$ cat src/rtl/sa_pkg.sv
package sa_pkg;
  typedef enum logic [1:0] {
    SH_LEFT = 2'd0,
    SH_RLOG = 2'd1,
    SH_RARI = 2'd2
  } sh_kind_e;

  function automatic sh_kind_e sa_decode(input logic left, input logic arith);
    if (left)       return SH_LEFT;
    else if (arith) return SH_RARI;
    else            return SH_RLOG;
  endfunction
endpackage

$ cat src/rtl/sa_barrel.sv
module sa_barrel
  import sa_pkg::*;
#(
  parameter int DW = 36,
  parameter int AW = 6
) (
  input  logic [DW-1:0] din,
  input  logic [AW-1:0] amt,
  input  sh_kind_e      kind,
  output logic [DW-1:0] dout
);
  logic          fill;
  logic [DW-1:0] lvl [0:AW];

  assign fill   = (kind == SH_RARI) ? din[DW-1] : 1'b0;
  assign lvl[0] = din;

  for (genvar i = 0; i < AW; i++) begin : g_lvl
    localparam int STEP = 1 << i;
    logic [DW-1:0] moved;
    if (STEP >= DW) begin : g_full
      assign moved = (kind == SH_LEFT) ? '0 : {DW{fill}};
    end else begin : g_part
      assign moved = (kind == SH_LEFT) ? {lvl[i][DW-1-STEP:0], {STEP{1'b0}}}
                                       : {{STEP{fill}}, lvl[i][DW-1:STEP]};
    end
    assign lvl[i+1] = amt[i] ? moved : lvl[i];
  end

  assign dout = lvl[AW];
endmodule

$ cat src/rtl/sa_issue_stage.sv
module sa_issue_stage #(
  parameter int DW = 36
) (
  input  logic          clk,
  input  logic          rst_n,
  input  logic          issue_valid,
  input  logic          is_long,
  input  logic          acc_en,
  input  logic [DW-1:0] shifted,
  input  logic [DW-1:0] acc_in,
  output logic          ready,
  output logic          fwd_valid,
  output logic [DW-1:0] fwd_data,
  output logic [DW-1:0] fwd_acc,
  output logic          fwd_acc_en
);
  logic          vld_q, vld_d;
  logic          hold_q, hold_d;
  logic          load_en;
  logic [DW-1:0] data_q, acc_q;
  logic          acce_q;

  assign ready   = !(vld_q && hold_q);
  assign load_en = ready && issue_valid;

  always_comb begin
    vld_d  = vld_q;
    hold_d = hold_q;
    if (!ready) begin
      hold_d = 1'b0;
    end else begin
      vld_d  = issue_valid;
      hold_d = issue_valid && is_long;
    end
  end

  always_ff @(posedge clk or negedge rst_n) begin
    if (!rst_n) begin
      vld_q  <= 1'b0;
      hold_q <= 1'b0;
    end else begin
      vld_q  <= vld_d;
      hold_q <= hold_d;
    end
  end

  always_ff @(posedge clk or negedge rst_n) begin
    if (!rst_n) begin
      data_q <= '0;
      acc_q  <= '0;
      acce_q <= 1'b0;
    end else if (load_en) begin
      data_q <= shifted;
      acc_q  <= acc_in;
      acce_q <= acc_en;
    end
  end

  assign fwd_valid  = vld_q && !hold_q;
  assign fwd_data   = data_q;
  assign fwd_acc    = acc_q;
  assign fwd_acc_en = acce_q;
endmodule

$ cat src/rtl/sa_accum_stage.sv
module sa_accum_stage #(
  parameter int DW = 36
) (
  input  logic          clk,
  input  logic          rst_n,
  input  logic          in_valid,
  input  logic [DW-1:0] in_data,
  input  logic [DW-1:0] in_acc,
  input  logic          in_acc_en,
  output logic          out_valid,
  output logic [DW-1:0] out_data
);
  logic          vld_q;
  logic [DW-1:0] res_q, res_d;

  always_comb begin
    res_d = in_acc_en ? (in_data + in_acc) : in_data;
  end

  always_ff @(posedge clk or negedge rst_n) begin
    if (!rst_n) vld_q <= 1'b0;
    else        vld_q <= in_valid;
  end

  always_ff @(posedge clk or negedge rst_n) begin
    if (!rst_n)        res_q <= '0;
    else if (in_valid) res_q <= res_d;
  end

  assign out_valid = vld_q;
  assign out_data  = res_q;
endmodule

$ cat src/rtl/shift_acc_unit.sv
module shift_acc_unit
  import sa_pkg::*;
#(
  parameter int DW = 36,
  parameter int AW = 6
) (
  input  logic          clk,
  input  logic          rst_n,
  input  logic          issue_valid,
  input  logic [DW-1:0] operand,
  input  logic [AW-1:0] imm_amt,
  input  logic [AW-1:0] reg_amt,
  input  logic          amt_sel,
  input  logic          arith,
  input  logic          dir_left,
  input  logic          is_long,
  input  logic          acc_en,
  input  logic [DW-1:0] acc_in,
  output logic          ready,
  output logic          res_valid,
  output logic [DW-1:0] result
);
  localparam int SYNC_N = 2;

  logic [SYNC_N-1:0] rst_sync;
  logic              rst_int_n;
  logic [AW-1:0]     amt;
  sh_kind_e          kind;
  logic [DW-1:0]     shifted;
  logic              s1_valid, s1_acc_en;
  logic [DW-1:0]     s1_data, s1_acc;

  always_ff @(posedge clk or negedge rst_n) begin
    if (!rst_n) rst_sync <= '0;
    else        rst_sync <= {rst_sync[SYNC_N-2:0], 1'b1};
  end
  assign rst_int_n = rst_sync[SYNC_N-1];

  assign amt  = amt_sel ? reg_amt : imm_amt;
  assign kind = sa_decode(dir_left, arith);

  sa_barrel #(.DW(DW), .AW(AW)) u_shift (
    .din (operand),
    .amt (amt),
    .kind(kind),
    .dout(shifted)
  );

  sa_issue_stage #(.DW(DW)) u_st1 (
    .clk        (clk),
    .rst_n      (rst_int_n),
    .issue_valid(issue_valid),
    .is_long    (is_long),
    .acc_en     (acc_en),
    .shifted    (shifted),
    .acc_in     (acc_in),
    .ready      (ready),
    .fwd_valid  (s1_valid),
    .fwd_data   (s1_data),
    .fwd_acc    (s1_acc),
    .fwd_acc_en (s1_acc_en)
  );

  sa_accum_stage #(.DW(DW)) u_st2 (
    .clk      (clk),
    .rst_n    (rst_int_n),
    .in_valid (s1_valid),
    .in_data  (s1_data),
    .in_acc   (s1_acc),
    .in_acc_en(s1_acc_en),
    .out_valid(res_valid),
    .out_data (result)
  );
endmodule

$ cat config.mk
export PLATFORM = sky130hd
export DESIGN_NAME = shift_acc_unit
export DESIGN_NICKNAME = d
export VERILOG_FILES = /design/src/rtl/sa_pkg.sv /design/src/rtl/sa_barrel.sv /design/src/rtl/sa_issue_stage.sv /design/src/rtl/sa_accum_stage.sv /design/src/rtl/shift_acc_unit.sv
export SDC_FILE = /design/constraint.sdc
export NUM_CORES = 1
export LEC_CHECK = 0
export BUFFER_PORTS_ARGS = -buffer_cell sky130_fd_sc_hd__buf_4
export CAP_MARGIN = 40
export CELL_PAD_IN_SITES_DETAIL_PLACEMENT = 2
export CELL_PAD_IN_SITES_GLOBAL_PLACEMENT = 2
export CORE_ASPECT_RATIO = 1.2
export CORE_UTILIZATION = 38
export DETAILED_ROUTE_END_ITERATION = 10
export PLACE_DENSITY = 0.92
export SLEW_MARGIN = 20
export SYNTH_ARGS = -nofsm -noshare
export SYNTH_HDL_FRONTEND = slang
export SYNTH_SLANG_ARGS = --single-unit
$ cat constraint.sdc
create_clock -name clk -period 9.3 [get_ports clk]
set_clock_uncertainty 0.1 [all_clocks]
set_input_delay 0 -clock clk [delete_from_list [all_inputs] [get_ports clk]]
set_output_delay 0 -clock clk [all_outputs]
set_load 0.01 [all_outputs]
; After elaboration in Yosys (flattened, before gate mapping)
; Cells that the tools add are included.
[totals]
ff_bits = 114
inputBits = 92
wordCells = 35
[classes]
n_addsub = 1
n_eq_ne = 1
mux = 18
n_reduce_logical = 7
[ops]
columns = cell, count
row1 = $mux W36, 13
row2 = $add A36 B36 Y36, 1
row3 = $mux W6, 1
row4 = $logic_and A1 B1 Y1, 4
row5 = $mux W2, 2
row6 = $eq A2 B2 Y1 const B, 1
row7 = $logic_not A1 Y1, 2
row8 = $logic_not A2 Y1, 1
row9 = $mux W1, 2

; Logic depth before layout (Yosys ltp)
; Gate-level depths: netlist of the first run.
[logic_depth]
ltp_word = 16
mapped_depth = 12
mapped_depth_nobuf = 12

; Cells and area by module
; From an unflattened synthesis of the first run, not the netlist that was laid out.
[hier_totals]
hier_cells = 1514
hier_area_um2 = 12602.1
[modules_own_cells]
columns = mod, n_inst, cells_per_inst, area_each_um2, seq_area_each_um2
row1 = sa_barrel, 1, 891, 5655.4, 0.0
row2 = sa_accum_stage, 1, 450, 3691.0, 925.9
row3 = sa_issue_stage, 1, 161, 3090.5, 1876.8
row4 = shift_acc_unit, 1, 12, 165.2, 50.0

; Worst setup path before layout of the first run
; OpenSTA, ideal clock, no wires.
[synth_timing]
path_type = reg-to-reg
startpoint = register u_st1.data_q[0] (netlist: u_st1.fwd_data[0])
endpoint = register u_st2.res_q[32] (netlist: u_st2.out_data[32])
setup_time_ns = 0.122
t_arrival_ns = 2.598
required_ns = 9.078
path_slack_ns = 6.480
path_stages_with_launch = 13
period_less_slack_ns = 2.820
cell_sequence = dfrtp_1 ha_1 inv_1 fa_1 nor2b_1 o2111ai_1 a21bo_2 a311oi_1 o21ai_0 o21ai_0 a31oi_1 mux2i_1 nand2_1
[synth_between]
elab_chain_len = 2
[synth_lines]
columns = item, line_no
row1 = "start, declared", sa_issue_stage.sv:20  ; logic [DW-1:0] data_q, acc_q;
row2 = "start signal, assigned", sa_issue_stage.sv:53  ; data_q <= shifted;
row3 = $add A36 B36 Y36, sa_accum_stage.sv:17  ; res_d = in_acc_en ? (in_data + in_acc) : in_data;
row4 = $mux W36, sa_accum_stage.sv:17
row5 = "end signal, assigned", sa_accum_stage.sv:27  ; else if (in_valid) res_q <= res_d;
row6 = "end, declared", sa_accum_stage.sv:14  ; logic [DW-1:0] res_q, res_d;
; Every way passes these cells.
; A chain may end at the register's enable or synchronous reset.

; Worst setup path in the final report of the first run
[layout_timing]
startpoint = register u_st1.data_q[11] (netlist: u_st1.fwd_data[11])
endpoint = register u_st2.res_q[34] (netlist: u_st2.out_data[34])
; Same word-level chain as after synthesis.

==> results by group, run 1 <==
Global route
  • Vias in the first global route: 14130
  • Busiest grt layer: met2
  • GR Util All Layers: 42.63%
  • Largest net degree at the start of global routing: 77
  • Grt total ovfl: 0
  • Met1 usage: 45.70%
  • Antenna violations before repair: 12
  • First-pass GRT wire length: 92.43 mm
  • Met2 Track Usage GR: 68.37%
  • GR Util met3: 12.47%

Worst setup path
  • CP endpoint: u_st2.out_data[34]
  • CP Capture Type: register
  • Crit Reg-Reg Startpoint: u_st1.fwd_data[11]
  • Critical path peak fanout: 8
  • Critical Path Source Type: register
  • Critical Path Source: u_st1.fwd_data[11]
  • Critical R2R Capture: u_st2.out_data[34]
  • Setup slack, reg-to-reg: 4240 ps
  • Worst endpoint required time: 9550 ps
  • Class of the most critical setup path: register to register
  • Worst path arrival time: 5310 ps
  • Reg2Reg Depth: 10

Synthesis
  • Post-Syn Area: 10830 sq um
  • Mapped Cells: 1361
  • Largest cells by area after synthesis: dfrtp_1 26%, nand2_1 8.2%, mux2i_1 7.2%, a21oi_1 6.1%, mux2_2 5.3%
  • Number of synthesized register bits: 114
  • Synth top cells by count: 236 x nand2_1, 132 x a21oi_1, 125 x nor2_1
  • Ys flop type: dfrtp_1
  • Netlist cell types: 80
  • Most common cell in the netlist: nand2_1
  • Post-synthesis sequential area ratio: 26.34%
  • Post-synth EDFFs: 0
  • Area leader, netlist: dfrtp_1
  • Synth warn: 0
  • Syn Area/Cell: 7.959 sq um
  • Area share of the largest cell type after synthesis: 26.34%
  • Syn Nets: 1489
  • Ys async rst share: 100.0%

Power and ir drop
  • Tot Pwr: 2.742 mW
  • VDD IR-drop max: 0.1255 mV
  • Power Density: 208.8 nW/um^2
  • Lkg Pwr: 5.791 nW

Drt
  • Via Count: 13400
  • DRT Pass-1 Iters: 6
  • Iteration-0 DRC Markers: 1302
  • Antenna-violating nets left: 0
  • Wire length per cell: 36.62 um
  • Residual DRC count: 0
  • Total routed wirelength: 68.77 mm
  • DR vias/cell: 7.133

STA
  • Max_slew headroom: -0.7556%
  • Hold violation count in the final report: 0
  • Unrepaired setup endpoints after global routing: false
  • Final worst slack: 4236 ps
  • Fin crit share: 54.45%
  • Worst slew pin tran: 1498 ps
  • Setup TNS: 0 ps
  • Final Max Tran Viols: 1
  • Setup Viol. Count Final: 0
  • Fmax: 0.1975 GHz
  • Min Clock Period, post-route: 5064 ps

Placement
  • IO buf count: 129
  • Post-DP HPWL: 36.03 mm
  • Post-place setup slack: 5566 ps
  • GPL Wtd Cong: 0.9192
  • Placed cells: 1792

Die
  • Die Y: 186.9 um
  • Initial core utilization: 38.69%
  • # IOs: 130
  • Core footprint: 28000 sq um
  • DIE AREA: 29190 sq um
  • Die Width: 156.1 um
  • Row count: 67

Clocking
  • # clock sinks: 114
  • PostCTS Resize Cnt: 0
  • CTS tree: yes
  • Clk slew on worst S/H paths: 80 ps
  • Clock Latency Late Sink: 470 ps
  • CTS buffer count: 17
  • Htree depth: 4
  • Clock root cell: clkbuf_16
  • Clock Path Buffers: 2

Layout
  • Area Growth Syn to Fin: 21.25%
  • Final-stage net count: 1606
  • FILL cells: 3120
  • Finished Layout Cells: 1878
  • Share of layout cells above drive strength 1: 19.58%

Status
  • Violated checks: capacitance limit, slew limit
  • Status: finished, violations left

Min path
  • Worst Hold Class: register to async pin

Run
  • Max cap viols: 1
==> cell type report <==
cell class / count / area [sq um] / area share, %
clock buffers: 19 / 442.9 / 3.372
flip-flops and latches: 114 / 2856 / 21.75
multi-input cells: 1132 / 7455 / 56.76
inverters: 16 / 60.06 / 0.4573
clock inverters: 13 / 161.4 / 1.229
repair buffers: 197 / 1664 / 12.67
diodes: 8 / 20.02 / 0.1524
well taps: 379 / 474.2 / 3.611
==> registers in the layout (all words and copies together), names as in the netlist <==
| signal | flops |
|---|---|
| u_st2.out_data | 36 |
| u_st1.fwd_data | 36 |
| rst_sync | 2 |
| u_st2.out_valid | 1 |
| u_st1.fwd_acc | 36 |
| u_st1.hold_q | 1 |
| u_st1.fwd_acc_en | 1 |
| u_st1.vld_q | 1 |
==> repair_timing <==
| action | 4_1_cts | 5_1_grt |
|---|---|---|
| hold buffers | 42 | 0 |
| hold endpoints to repair | 42 | 0 |
| buffers inserted | 0 | 0 |
==> routing by layer <==
| metal | share of wire, % | vias to the layer above | wire length, um |
|---|---|---|---|
| li1 | - | 5217 | - |
| met1 | 34 | 6516 | 23120 |
| met4 | 11 | 6 | 7239 |
| met3 | 11 | 515 | 7793 |
| met5 | 0.22 | - | 152 |
| met2 | 44 | 1142 | 30470 |
==> power by group <==
group | switching (mW) | internal [mW]
Clock | 0.317 | 0.427
Combinational | 0.833 | 0.429
Sequential | 0.145 | 0.591
Total | 1.29 | 1.45
==> critical path, stage by stage (launching register included) <==
cell and delay, ps:
dfrtp_1 580, ha_1 600, nand4_1 270, nor4_1 610, a21bo_2 320, a311oi_1 630
o21ai_0 420, o21ai_0 740, a31oi_1 340, mux2i_1 230, nand2_1 80
==> worst min-delay path by stage <==
| stage | from | end | slack, ps | cells past startpoint |
|---|---|---|---|---|
| 2_1_floorplan | rst_n | rst_sync[0] | -400 | 0 |
| 3_3_place_gp | rst_n | rst_sync[0] | -320 | 1 |
| 3_5_place_dp | rst_n | rst_sync[0] | -310 | 1 |
| 4_1_cts | imm_amt[4] | u_st1.fwd_data[7] | 30 | 5 |
| 5_1_grt | rst_sync[1] | u_st2.out_data[28] | 40 | 0 |
| 6_report | rst_sync[1] | u_st2.out_data[28] | 40 | 0 |
==> cells by family (layout without fill, tap and decap cells) <==
family          after synthesis  count (layout)  synth area share (%)
flops                       114             114                 26.34
simple gates                480             480                 18.86
compound gates              428             428                 24.58
other cells                   1               9               0.03462
buf+inv                     115             245                 5.279
fa+ha+maj                    36              36                 4.228
xor+xnor                     26              26                 2.102
mux                         161             161                 18.57
==> per-stage QoR <==
| stage | hold WS (ps) | area, sq um | utilization (%) |
|---|---|---|---|
| detailed placement | -314.1 | 12000 | 42.85 |
| finish | 35.50 | 13130 | 46.91 |
| global placement | -317.4 | 11960 | 42.70 |
| CTS | 33.51 | 13020 | 46.51 |
| floorplan | -395.6 | 10830 | - |
| global route | 40.17 | 13120 | 46.86 |
==> cell usage in the layout (no fill, tap or decap), drive strengths merged, types with 15 or more instances in the layout <==
cell | netlist | layout
nor2 | 125 | 125
mux4 | 20 | 20
a21oi | 137 | 137
and3 | 20 | 20
ha | 35 | 35
a21o | 15 | 15
nor3 | 26 | 26
xor2 | 15 | 15
mux2 | 55 | 55
dfrtp | 114 | 114
buf | 44 | 155
clkbuf | 55 | 19
nand3 | 22 | 22
o21ai | 122 | 122
a31oi | 24 | 24
a211oi | 16 | 16
o211ai | 19 | 19
mux2i | 86 | 86
dlygate4sd3 | 0 | 42
nand2 | 236 | 236
inv | 15 | 15
Power figures use the tool's default switching activity.
==> run 2, diff against run 1 <==
Settings changed: CORE_UTILIZATION 38 to 36, PLACE_DENSITY 0.92 to 0.88.
Clock period 9.3 ns to 5.05 ns, I/O delays scaled along.
==> run 2 against run 1 <==
The run now ends clean. Sequential share of layout area is essentially flat. Critical path depth is the same. Count of clock-buffer cells in the layout grew 7. Worst hold slack gained 27 ps. Largest cell class unchanged. Highest routed layer is now met4.
==> results by group, run 2 (same netlist as run 1, synthesis figures left out) <==
Die
  • Row count: 69 (was 67)
  • DIE AREA: 30790 sq um (was 29190 sq um)
  • Initial core utilization: 36.58% (was 38.69%)
  • Die Width: 160.3 um (was 156.1 um)
  • # IOs: 130 (unchanged)
  • Core footprint: 29610 sq um (was 28000 sq um)
  • Die Y: 192.0 um (was 186.9 um)

Drt
  • Antenna-violating nets left: 0 (unchanged)
  • DR vias/cell: 6.304 (was 7.133)
  • Residual DRC count: 0 (unchanged)
  • Iteration-0 DRC Markers: 738 (was 1302)
  • Total routed wirelength: 52.16 mm (was 68.77 mm)
  • Wire length per cell: 27.70 um (was 36.62 um)
  • DRT Pass-1 Iters: 5 (was 6)
  • Via Count: 11870 (was 13400)

Global route
  • Vias in the first global route: 13150 (was 14130)
  • Antenna violations before repair: 0 (was 12)
  • GR Util All Layers: 33.95% (was 42.63%)
  • Grt total ovfl: 0 (unchanged)
  • Largest net degree at the start of global routing: 76 (was 77)
  • First-pass GRT wire length: 79.98 mm (was 92.43 mm)

Run
  • Max cap viols: 0 (was 1)

Layout
  • FILL cells: 3279 (was 3120)
  • Area Growth Syn to Fin: 21.15% (was 21.25%)
  • Commonest cells after routing, fill and taps aside: 235 x nand2_1, 153 x buf_4, 132 x a21oi_1 (was 235 x nand2_1, 150 x buf_4, 132 x a21oi_1)
  • Leading cell type in the layout, fill and taps excluded: nand2_1 (unchanged)
  • Share of layout cells above drive strength 1: 19.56% (was 19.58%)
  • # diodes: 0 (was 8)
  • Final-stage net count: 1609 (was 1606)

STA
  • Fin crit share: 76.32% (was 54.45%)
  • Setup Viol. Count Final: 0 (unchanged)
  • Worst slew pin tran: 880.7 ps (was 1498 ps)
  • Fmax: 0.2595 GHz (was 0.1975 GHz)
  • Hold violation count in the final report: 0 (unchanged)
  • Max_slew headroom: 39.61% (was -0.7556%)
  • Setup TNS: 0 ps (unchanged)
  • Unrepaired setup endpoints after global routing: false (unchanged)
  • Final Max Tran Viols: 0 (was 1)
  • Final worst slack: 1196 ps (was 4236 ps)
  • Min Clock Period, post-route: 3854 ps (was 5064 ps)

Placement
  • Post-DP HPWL: 35.58 mm (was 36.03 mm)
  • GPL Wtd Cong: 0.9433 (was 0.9192)
  • Post-place setup slack: 1342 ps (was 5566 ps)
  • IO buf count: 129 (unchanged)

Clocking
  • CTS tree: yes (unchanged)
  • Clock Latency Late Sink: 440 ps (was 470 ps)
  • Clock Path Buffers: 2 (unchanged)
  • # clock sinks: 114 (unchanged)
  • PostCTS Resize Cnt: 0 (unchanged)
  • Htree depth: 4 (unchanged)
  • CTS buffer count: 17 (unchanged)
  • Clock root cell: clkbuf_16 (unchanged)
  • Clk slew on worst S/H paths: 60 ps (was 80 ps)

Worst setup path
  • Critical Path Source Type: register (unchanged)
  • CP max-delay cell: a221oi_1 (was o21ai_0)
  • Worst path arrival time: 4040 ps (was 5310 ps)
  • CP max stage delay: 590 ps (was 740 ps)
  • Largest delay share family, worst path: compound AO/OA/AOI/OAI gates (unchanged)
  • CP Capture Type: register (unchanged)
  • Class of the most critical setup path: register to register (unchanged)
  • Worst endpoint required time: 5240 ps (was 9550 ps)
  • Critical path peak fanout: 6 (was 8)
  • Buf/Inv on CP: 0 (unchanged)
  • Crit-path cells: ha_1 -> a21oi_1 -> nand2_1 -> a221oi_1 -> a311oi_1 -> o21ai_0 -> o21ai_0 -> a31oi_1 -> mux2i_1 -> nand2_1 (was ha_1 -> nand4_1 -> nor4_1 -> a21bo_2 -> a311oi_1 -> o21ai_0 -> o21ai_0 -> a31oi_1 -> mux2i_1 -> nand2_1)

Min path
  • Worst Hold Class: primary input to register (was register to async pin)

Status
  • Status: complete, no violations (was finished, violations left)

Power and ir drop
  • VDD IR-drop max: 0.2025 mV (was 0.1255 mV)
  • Power Density: 342.8 nW/um^2 (was 208.8 nW/um^2)
  • Lkg Pwr: 5.820 nW (was 5.791 nW)
-- run 2: cell types whose count changed in the layout (fill, tap and decap cells not counted), sizes merged --
| cell | before | now |
|---|---|---|
| clkbuf | 19 | 26 |
| bufinv | 3 | 1 |
| clkinvlp | 7 | 0 |
| diode | 8 | 0 |
| dlygate4sd3 | 42 | 41 |
| buf | 155 | 159 |
| clkinv | 4 | 5 |
-- run 2: final timing paths --
kind | start | to | slack (ps) | cells past startpoint
worst min-delay path | imm_amt[4] | u_st1.fwd_data[7] | 60 | 5
min in group asynchronous | rst_sync[1] | u_st1.fwd_acc[31] | 80 | 0
worst min register to register | rst_sync[1] | u_st1.fwd_acc[31] | 80 | 0
worst max-delay path | u_st1.fwd_data[16] | u_st2.out_data[34] | 1200 | 10
worst max register to register | u_st1.fwd_data[16] | u_st2.out_data[34] | 1200 | 10
max in group asynchronous | rst_sync[1] | u_st2.out_data[25] | 3460 | 2
-- run 2: cell type report --
type                    instances  area [sq um]  share of cell area, %
clock inverters                 5         50.05                 0.3814
flip-flops and latches        114          2856                  21.77
well taps                     390         488.0                  3.719
clock buffers                  26         509.2                  3.881
repair buffers                200          1704                  12.99
multi-input cells            1132          7455                  56.81
inverters                      16         60.06                 0.4577
-- run 2: tightest hold or removal path: stages --
cell and delay (ps):
buf_4 80, mux2i_1 60, buf_4 220, nand2_1 90
a31oi_1 80
-- run 2: repair_timing --
action / 4_1_cts / 5_1_grt
hold endpoints to repair: 41 / 0
hold buffers: 41 / 0
setup buffers: 0 / 0
-- run 2: stage by stage --
step	power, mW	instance area [sq um]	hold slack [ps]	std cells	util [%]
after floorplan	2.422	10830	-395.6	1361	-
after global placement	3.009	11990	-316.4	1803	40.50
after detailed placement	3.145	12040	-313.7	1806	40.64
after CTS	4.408	13010	46.17	1878	43.92
after global routing	4.677	13120	85.50	1883	44.31
final	4.498	13120	62.09	1883	44.31
-- run 2: metal layers --
metal / global-route usage [%] / routed length (um) / vias to the layer above
li1: - / - / 5203
met1: 38.10 / 20650 / 6059
met2: 61.35 / 26490 / 448
met3: 4.319 / 1997 / 161
met4: 20.59 / 3024 / 0
met5: 0 / 0 / -
-- run 2: power breakdown --
group	switching [mW]	total, mW	leakage, nW	internal (mW)
Clock	0.457	1.19	0.280	0.736
Sequential	0.193	1.28	1.39	1.09
Combinational	1.23	2.02	4.15	0.789
